[src/rtl/pram_dma_pkg.sv]
package pram_dma_pkg;
  // True when a word address lands in the on-chip program RAM.
  function automatic logic in_internal(input logic [31:0] addr, input int unsigned depth);
    return addr < depth;
  endfunction

  // A valid flag is set only by a write, outside cache mode, inside the range.
  function automatic logic marks_word(input logic wr, input logic cache_mode, input logic internal);
    return wr && !cache_mode && internal;
  endfunction
endpackage

[src/rtl/pram_strobe_gate.sv]
module pram_strobe_gate (
  input  logic cache_mode_i,
  input  logic rd_i,
  input  logic wr_i,
  input  logic internal_i,
  output logic mem_rd_o,
  output logic mem_wr_o,
  output logic set_o
);
  import pram_dma_pkg::*;

  always_comb begin
    mem_rd_o = rd_i && !cache_mode_i;
    mem_wr_o = wr_i && !cache_mode_i;
    set_o    = marks_word(wr_i, cache_mode_i, internal_i);
  end
endmodule

[src/rtl/pram_dma_ack.sv]
module pram_dma_ack (
  input  logic clk,
  input  logic rst_n,
  input  logic rd_i,
  input  logic wr_i,
  output logic ack_o
);
  logic ack_q;

  always_ff @(posedge clk) begin
    if (!rst_n) ack_q <= 1'b0;
    else        ack_q <= rd_i || wr_i;
  end

  assign ack_o = ack_q;
endmodule

[src/rtl/pram_valid_array.sv]
module pram_valid_array #(
  parameter int DEPTH = 1024,
  localparam int IDX_W = $clog2(DEPTH)
) (
  input  logic             clk,
  input  logic             rst_n,
  input  logic             set_i,
  input  logic [IDX_W-1:0] set_idx_i,
  input  logic             clr_all_i,
  input  logic [IDX_W-1:0] look_idx_i,
  output logic             look_o,
  output logic             any_o
);
  logic [DEPTH-1:0] bits_q;

  for (genvar g = 0; g < DEPTH; g++) begin : g_word
    always_ff @(posedge clk) begin
      if (!rst_n)                                 bits_q[g] <= 1'b0;
      else if (clr_all_i)                         bits_q[g] <= 1'b0;
      else if (set_i && set_idx_i == IDX_W'(g))   bits_q[g] <= 1'b1;
    end
  end

  assign look_o = bits_q[look_idx_i];
  assign any_o  = |bits_q;
endmodule

[src/rtl/pram_dma_gate.sv]
module pram_dma_gate #(
  parameter int ADDR_W    = 16,
  parameter int INT_DEPTH = 1024,
  localparam int IDX_W    = $clog2(INT_DEPTH)
) (
  input  logic              clk,
  input  logic              rst_n,
  input  logic              cache_en_i,
  output logic              cache_mode_o,
  input  logic [ADDR_W-1:0] dma_addr_i,
  input  logic              dma_rd_i,
  input  logic              dma_wr_i,
  input  logic              flush_i,
  output logic              mem_rd_o,
  output logic              mem_wr_o,
  output logic              mem_int_o,
  output logic              dma_ack_o,
  input  logic [IDX_W-1:0]  vld_idx_i,
  output logic              vld_o
);
  import pram_dma_pkg::*;

  logic cache_mode_q;
  logic addr_internal;
  logic valid_set;
  logic vld_any;

  always_ff @(posedge clk) begin
    if (!rst_n) cache_mode_q <= 1'b0;
    else        cache_mode_q <= cache_en_i;
  end

  assign cache_mode_o  = cache_mode_q;
  assign addr_internal = in_internal(32'(dma_addr_i), INT_DEPTH);
  assign mem_int_o     = addr_internal;

  pram_strobe_gate u_gate (
    .cache_mode_i (cache_mode_q),
    .rd_i         (dma_rd_i),
    .wr_i         (dma_wr_i),
    .internal_i   (addr_internal),
    .mem_rd_o     (mem_rd_o),
    .mem_wr_o     (mem_wr_o),
    .set_o        (valid_set)
  );

  pram_dma_ack u_ack (
    .clk   (clk),
    .rst_n (rst_n),
    .rd_i  (dma_rd_i),
    .wr_i  (dma_wr_i),
    .ack_o (dma_ack_o)
  );

  pram_valid_array #(.DEPTH(INT_DEPTH)) u_valid (
    .clk        (clk),
    .rst_n      (rst_n),
    .set_i      (valid_set),
    .set_idx_i  (dma_addr_i[IDX_W-1:0]),
    .clr_all_i  (flush_i),
    .look_idx_i (vld_idx_i),
    .look_o     (vld_o),
    .any_o      (vld_any)
  );
endmodule

[config.mk]
export PLATFORM = sky130hd
export DESIGN_NAME = pram_dma_gate
export DESIGN_NICKNAME = d
export VERILOG_FILES = /design/src/rtl/pram_dma_pkg.sv /design/src/rtl/pram_strobe_gate.sv /design/src/rtl/pram_dma_ack.sv /design/src/rtl/pram_valid_array.sv /design/src/rtl/pram_dma_gate.sv
export SDC_FILE = /design/constraint.sdc
export NUM_CORES = 2
export LEC_CHECK = 0
export BUFFER_PORTS_ARGS = -buffer_cell sky130_fd_sc_hd__buf_4
export CORE_MARGIN = 3
export CORE_UTILIZATION = 45
export DETAILED_ROUTE_END_ITERATION = 16
export PLACE_DENSITY = 0.71
export REMOVE_ABC_BUFFERS = 1
export SYNTH_ARGS = -nofsm -noshare
export SYNTH_HDL_FRONTEND = slang
export SYNTH_SLANG_ARGS = --single-unit
[constraint.sdc]
create_clock -name clk -period 3.46 [get_ports clk]
set_input_delay 0.173 -clock clk [delete_from_list [all_inputs] [get_ports clk]]
set_output_delay 0.173 -clock clk [all_outputs]
set_load 0.01 [all_outputs]
# Word-level counts from Yosys, hierarchy flattened
# Index checks and enable logic that the tools add are counted.
# W data, S select, Z words.
# classes
order_cmp,2
eq_ne,1023
n_mux,2
n_bitwise,1
n_reduce_logical,1031
# op_table
cell,n
$eq A10 B10 Y1 const B,512
$eq A10 B9 Y1 const B,256
$eq A10 B8 Y1 const B,128
$logic_and A1 B1 Y1,1027
$eq A10 B7 Y1 const B,64
$eq A10 B6 Y1 const B,32
$eq A10 B5 Y1 const B,16
$eq A10 B4 Y1 const B,8
$eq A10 B3 Y1 const B,4
$eq A10 B2 Y1 const B,2
$lt A16 B11 Y1 const B,1
$lt A10 B11 Y1 const B,1
$bmux W1 S10,1
$eq A10 B1 Y1 const B,1
$logic_not A10 Y1,1
$reduce_or A2 Y1,1
$logic_not A1 Y1,1
$logic_or A1 B1 Y1,1
$mux W1,1
$not A1 Y1,1
# word_totals
regBits,1026
in_bits,32
out_inout_bits,6
elab_cells,3085

# Logic depth before layout (Yosys ltp)
# depth
ltp_word,4
depth_mapped,14
mapped_depth_nobuf,8

# Cells and area by module
# Synthesis repeated with hierarchy kept, for this count alone.
# unflattened
hier_cells,4730
hier_area_um2,42593.4
# by_module_without_submodules
module,n_inst,cells_each,area_per_inst_um2,seq_area_each_um2
pram_valid_array,1,4721,42500.8,20499.7
pram_dma_gate,1,4,43.8,20.0
pram_dma_ack,1,2,27.5,20.0
pram_strobe_gate,1,3,21.3,0.0

# Worst setup path after synthesis
# No wires, ideal clock.
# synth_path
path_type,input to output
from,input port vld_idx_i[0]
to,output port vld_o
arrival_ns,2.290
t_required_ns,3.287
path_slack_ns,0.997
cell_stages,9
path_buffers,3
cell_sequence,buf_6 buf_6 buf_6 mux4_2 mux4_2 a2111oi_0 o21ai_1 nand3b_1 o2111ai_1
# synth_via
elab_chain_cells,2
# synth_lines
element,line_no,source
start: declaration,pram_dma_gate.sv:18,"input logic [IDX_W-1:0] vld_idx_i,"
$bmux W1 S10,pram_valid_array.sv:24,assign look_o = bits_q[look_idx_i];
$mux W1 (not written as such),pram_valid_array.sv:24,
end: declaration,pram_dma_gate.sv:19,output logic vld_o
# Every way passes these cells. The select of a mux whose other input is x is not followed.

# Worst setup path in the final report
# layout_path
from,register u_valid.bits_q[553]
to,output port vld_o
# layout_via
elab_chain_cells,2
# layout_lines
element,line_no,source
start: declaration,pram_valid_array.sv:14,logic [DEPTH-1:0] bits_q;
start signal: indexed assignment,pram_valid_array.sv:18,if (!rst_n) bits_q[g] <= 1'b0;
start signal: indexed assignment,pram_valid_array.sv:19,else if (clr_all_i) bits_q[g] <= 1'b0;
start signal: indexed assignment,pram_valid_array.sv:20,else if (set_i && set_idx_i == IDX_W'(g)) bits_q[g] <= 1'b1;
$bmux W1 S10,pram_valid_array.sv:24,
$mux W1 (not written as such),pram_valid_array.sv:24,
# Every way passes these cells. The select of a mux whose other input is x is not followed.

==> results.tsv <==
stage	metric	value	unit
drt	vias_per_cell	6.002	
global_route	use_met2	39.58	%
final_layout	layout_common_cells	1314 x nor2_1, 1056 x a21oi_1, 1026 x dfxtp_1, 199 x mux4_2, 134 x buf_4	
drt	drt_wl_total	119.5	mm
cts	cts_root_buffer	clkbuf_16	
final_layout	drive_gt1_share	13.28	%
sta	fin_crit_sh	98.22	%
drt	drtIter0Drc	3886	
final_layout	fin_util	51.83	%
logic_synthesis	synth_edf_count	0	
sta	maxSlewHeadroom	33.40	%
global_route	grt_use_met1	33.29	%
global_route	overflow	0	
sta	rsz0062_at_grt	false	
logic_synthesis	syn_inst	4398	
setup_path	worstPathRequired	3.29	ns
cts	clk_path_buf_depth	3	
power_and_ir_drop	ir_worst_vdd	0.4553	mV
hold_path	hold_class	primary input to flip-flop	
global_route	antenna_found_initial	0	
drt	dr.pass1.iters	10	
cts	insertion_delay	0.68	ns
drt	wire_per_inst	21.40	um
global_route	first_global_vias	32067	
global_route	grt_max_degree	164	
sta	setup_slack	0.06172	ns
job	maxCapViolations	0	
logic_synthesis	synth_seq_cells	1026	
sta	tightest_slew	0.9960	ns
final_layout	nets	4366	
logic_synthesis	synth.avg_cell_area	9.234	um^2
setup_path	start_kind	flip-flop	
setup_path	cp-end-kind	output port	
placement	dp_hpwl	74.86	mm
final_layout	layout_commonest_cell	nor2_1	
sta	post-route-min-period	3.398	ns
die	placement_rows	109	
global_route	grt.busiest_layer	met2	
die	core_area	0.08892	mm^2
placement	dp_slack	-0.1029	ns
global_route	track_usage	24.80	%
drt	postRouteAntennaNets	0	
outcome	outcome	finished, final reports clean	
die	fp.dieH	306.4	um
logic_synthesis	ys.flop_type	dfxtp_1	
logic_synthesis	ys_warn_count	0	
logic_synthesis	syn_area	0.04061	mm^2
placement	place_inst	5384	
setup_path	r2r_cells	7	
die	die_w	306.4	um
logic_synthesis	synth_cell_types	59	
sta	max_clock_freq	0.2943	GHz
cts	post-cts-setup-buffers	0	
placement	port_buffers	37	
cts	path_clk_slew	0.06	ns
cts	cts_tree	yes	
logic_synthesis	yosysSeqAreaShare	50.57	%
drt	vias	33514	
sta	setup_viol_count_final	0	
power_and_ir_drop	p_leak	15.64	nW
final_layout	n_fill_cell	7875	
drt	drc	0	
die	die_area	0.09389	mm^2
setup_path	cp.arrival	3.23	ns
setup_path	worst-setup-path-type	flip-flop to output port	
global_route	grt_pass1_wl	186.6	mm
final_layout	area_growth_syn_to_layout	13.48	%
sta	drv_slew	0	
logic_synthesis	synthArstFlopShare	0	%
cts	clock_sinks	1026	
cts	cts_htree_levels	3	
global_route	use_met3	4.290	%
sta	skew	0.02720	ns
final_layout	stdcell_count	5584	
die	initial_core_util	45.67	%
setup_path	cp_max_fo	2	
cts	numCtsBuffers	105	
placement	gp_congestion	0.8769	
hold_path	holdPathStages	5	
sta	hold_viol	0	
final_layout	diodes	0	
power_and_ir_drop	p_per_area	538.7	mW/mm^2
die	ios	38	
-- layout make-up --
type,count,area [um^2],area share [%]
Timing Repair Buffer,184,1917,4.159
Clock buffer,146,3032,6.578
Inverter,6,22.52,0.04887
Multi-Input combinational cell,3011,18460,40.05
Clock inverter,46,660.6,1.433
Sequential cell,1026,20540,44.57
Tap cell,1165,1458,3.163
-- cells by family (layout without fill, tap and decap cells) --
family,after synthesis,after routing,share of synthesized area [%]
mux,342,342,15.24
compound gates,1206,1206,15.83
flops,1026,1026,50.57
simple gates,1463,1463,14.02
buf+inv,361,382,4.341
-- critical path: stages, from the launching register on --
cell and delay [ns]:
dfxtp_1 0.30, mux4_1 0.56, a22oi_1 0.31, a21oi_1 0.20
nor4_2 0.40, nor3_1 0.16, a21oi_2 0.22, o2111ai_4 0.20
buf_4 0.20
-- power breakdown --
part	total, mW	internal, mW	switching, mW
Sequential	11.8	11.8	0.000638
Combinational	1.11	0.342	0.769
Clock	11.9	7.04	4.86
Total	24.8	19.2	5.63
-- registers in the layout (all words and copies together), names as in the netlist --
signal / flops
cache_mode_o: 1
u_ack.ack_o: 1
u_valid.bits_q: 1024
-- metrics by stage --
stage	cell area, um^2	total power [mW]	TNS (ns)	hold slack [ns]
2_1_floorplan	38870	12.48	-	0.2832
3_3_place_gp	42200	13.14	-0.1661	0.3863
3_5_place_dp	42200	13.14	-0.1029	0.3872
4_1_cts	46040	24.90	0	0.01184
5_1_grt	46090	25.45	0	0.06135
6_report	46090	24.83	0	0.03629
-- repair_timing --
action	4_1_cts	5_1_grt
endpoints found under the hold margin	6	0
gates cloned	0	0
hold buffers	8	0
pin swaps	2	3
gates resized for setup	13	8
setup endpoints to repair	1	1
-- per-layer routing --
layer	share of wire, %	vias to the layer above
met3	8.7	320
met1	41	16368
met2	46	1573
met4	4.4	0
li1	-	15253
met5	0	-
-- final timing paths --
path | start | slack, ns | end
max | u_valid.bits_q[553] | 0.06 | vld_o
min reg2reg | u_valid.bits_q[795] | 0.46 | u_valid.bits_q[795]
min | dma_addr_i[0] | 0.04 | u_valid.bits_q[931]
max reg2reg | cache_mode_o | 1.34 | u_valid.bits_q[385]
-- cell usage after synthesis (3+ instances only) --
master | number | share of area [%]
and2_1 | 3 | 0.046
mux4_2 | 199 | 11
mux2_2 | 12 | 0.33
nor4_1 | 13 | 0.20
a221oi_1 | 5 | 0.11
o221ai_1 | 35 | 0.75
clkbuf_1 | 228 | 2.1
a22oi_1 | 16 | 0.30
o22ai_1 | 32 | 0.49
dfxtp_1 | 1026 | 51
nand2b_1 | 6 | 0.092
a211oi_1 | 4 | 0.074
buf_4 | 24 | 0.44
buf_1 | 13 | 0.12
nor2b_1 | 17 | 0.26
inv_1 | 6 | 0.055
o21ai_0 | 12 | 0.15
a22o_1 | 5 | 0.11
buf_6 | 17 | 0.47
nor3_1 | 18 | 0.22
buf_2 | 65 | 0.80
nand2_1 | 53 | 0.49
o311ai_0 | 4 | 0.086
mux4_1 | 16 | 1.0
mux2i_1 | 115 | 2.8
a21oi_1 | 1057 | 13
o31ai_1 | 4 | 0.074
a2111oi_0 | 5 | 0.11
nand4_1 | 5 | 0.077
nor2_1 | 1316 | 12
nand3b_1 | 3 | 0.055
a31oi_1 | 5 | 0.077
o2111ai_1 | 3 | 0.065
nand3_1 | 18 | 0.22
buf_12 | 5 | 0.25
(Power assumes the default switching activity.)
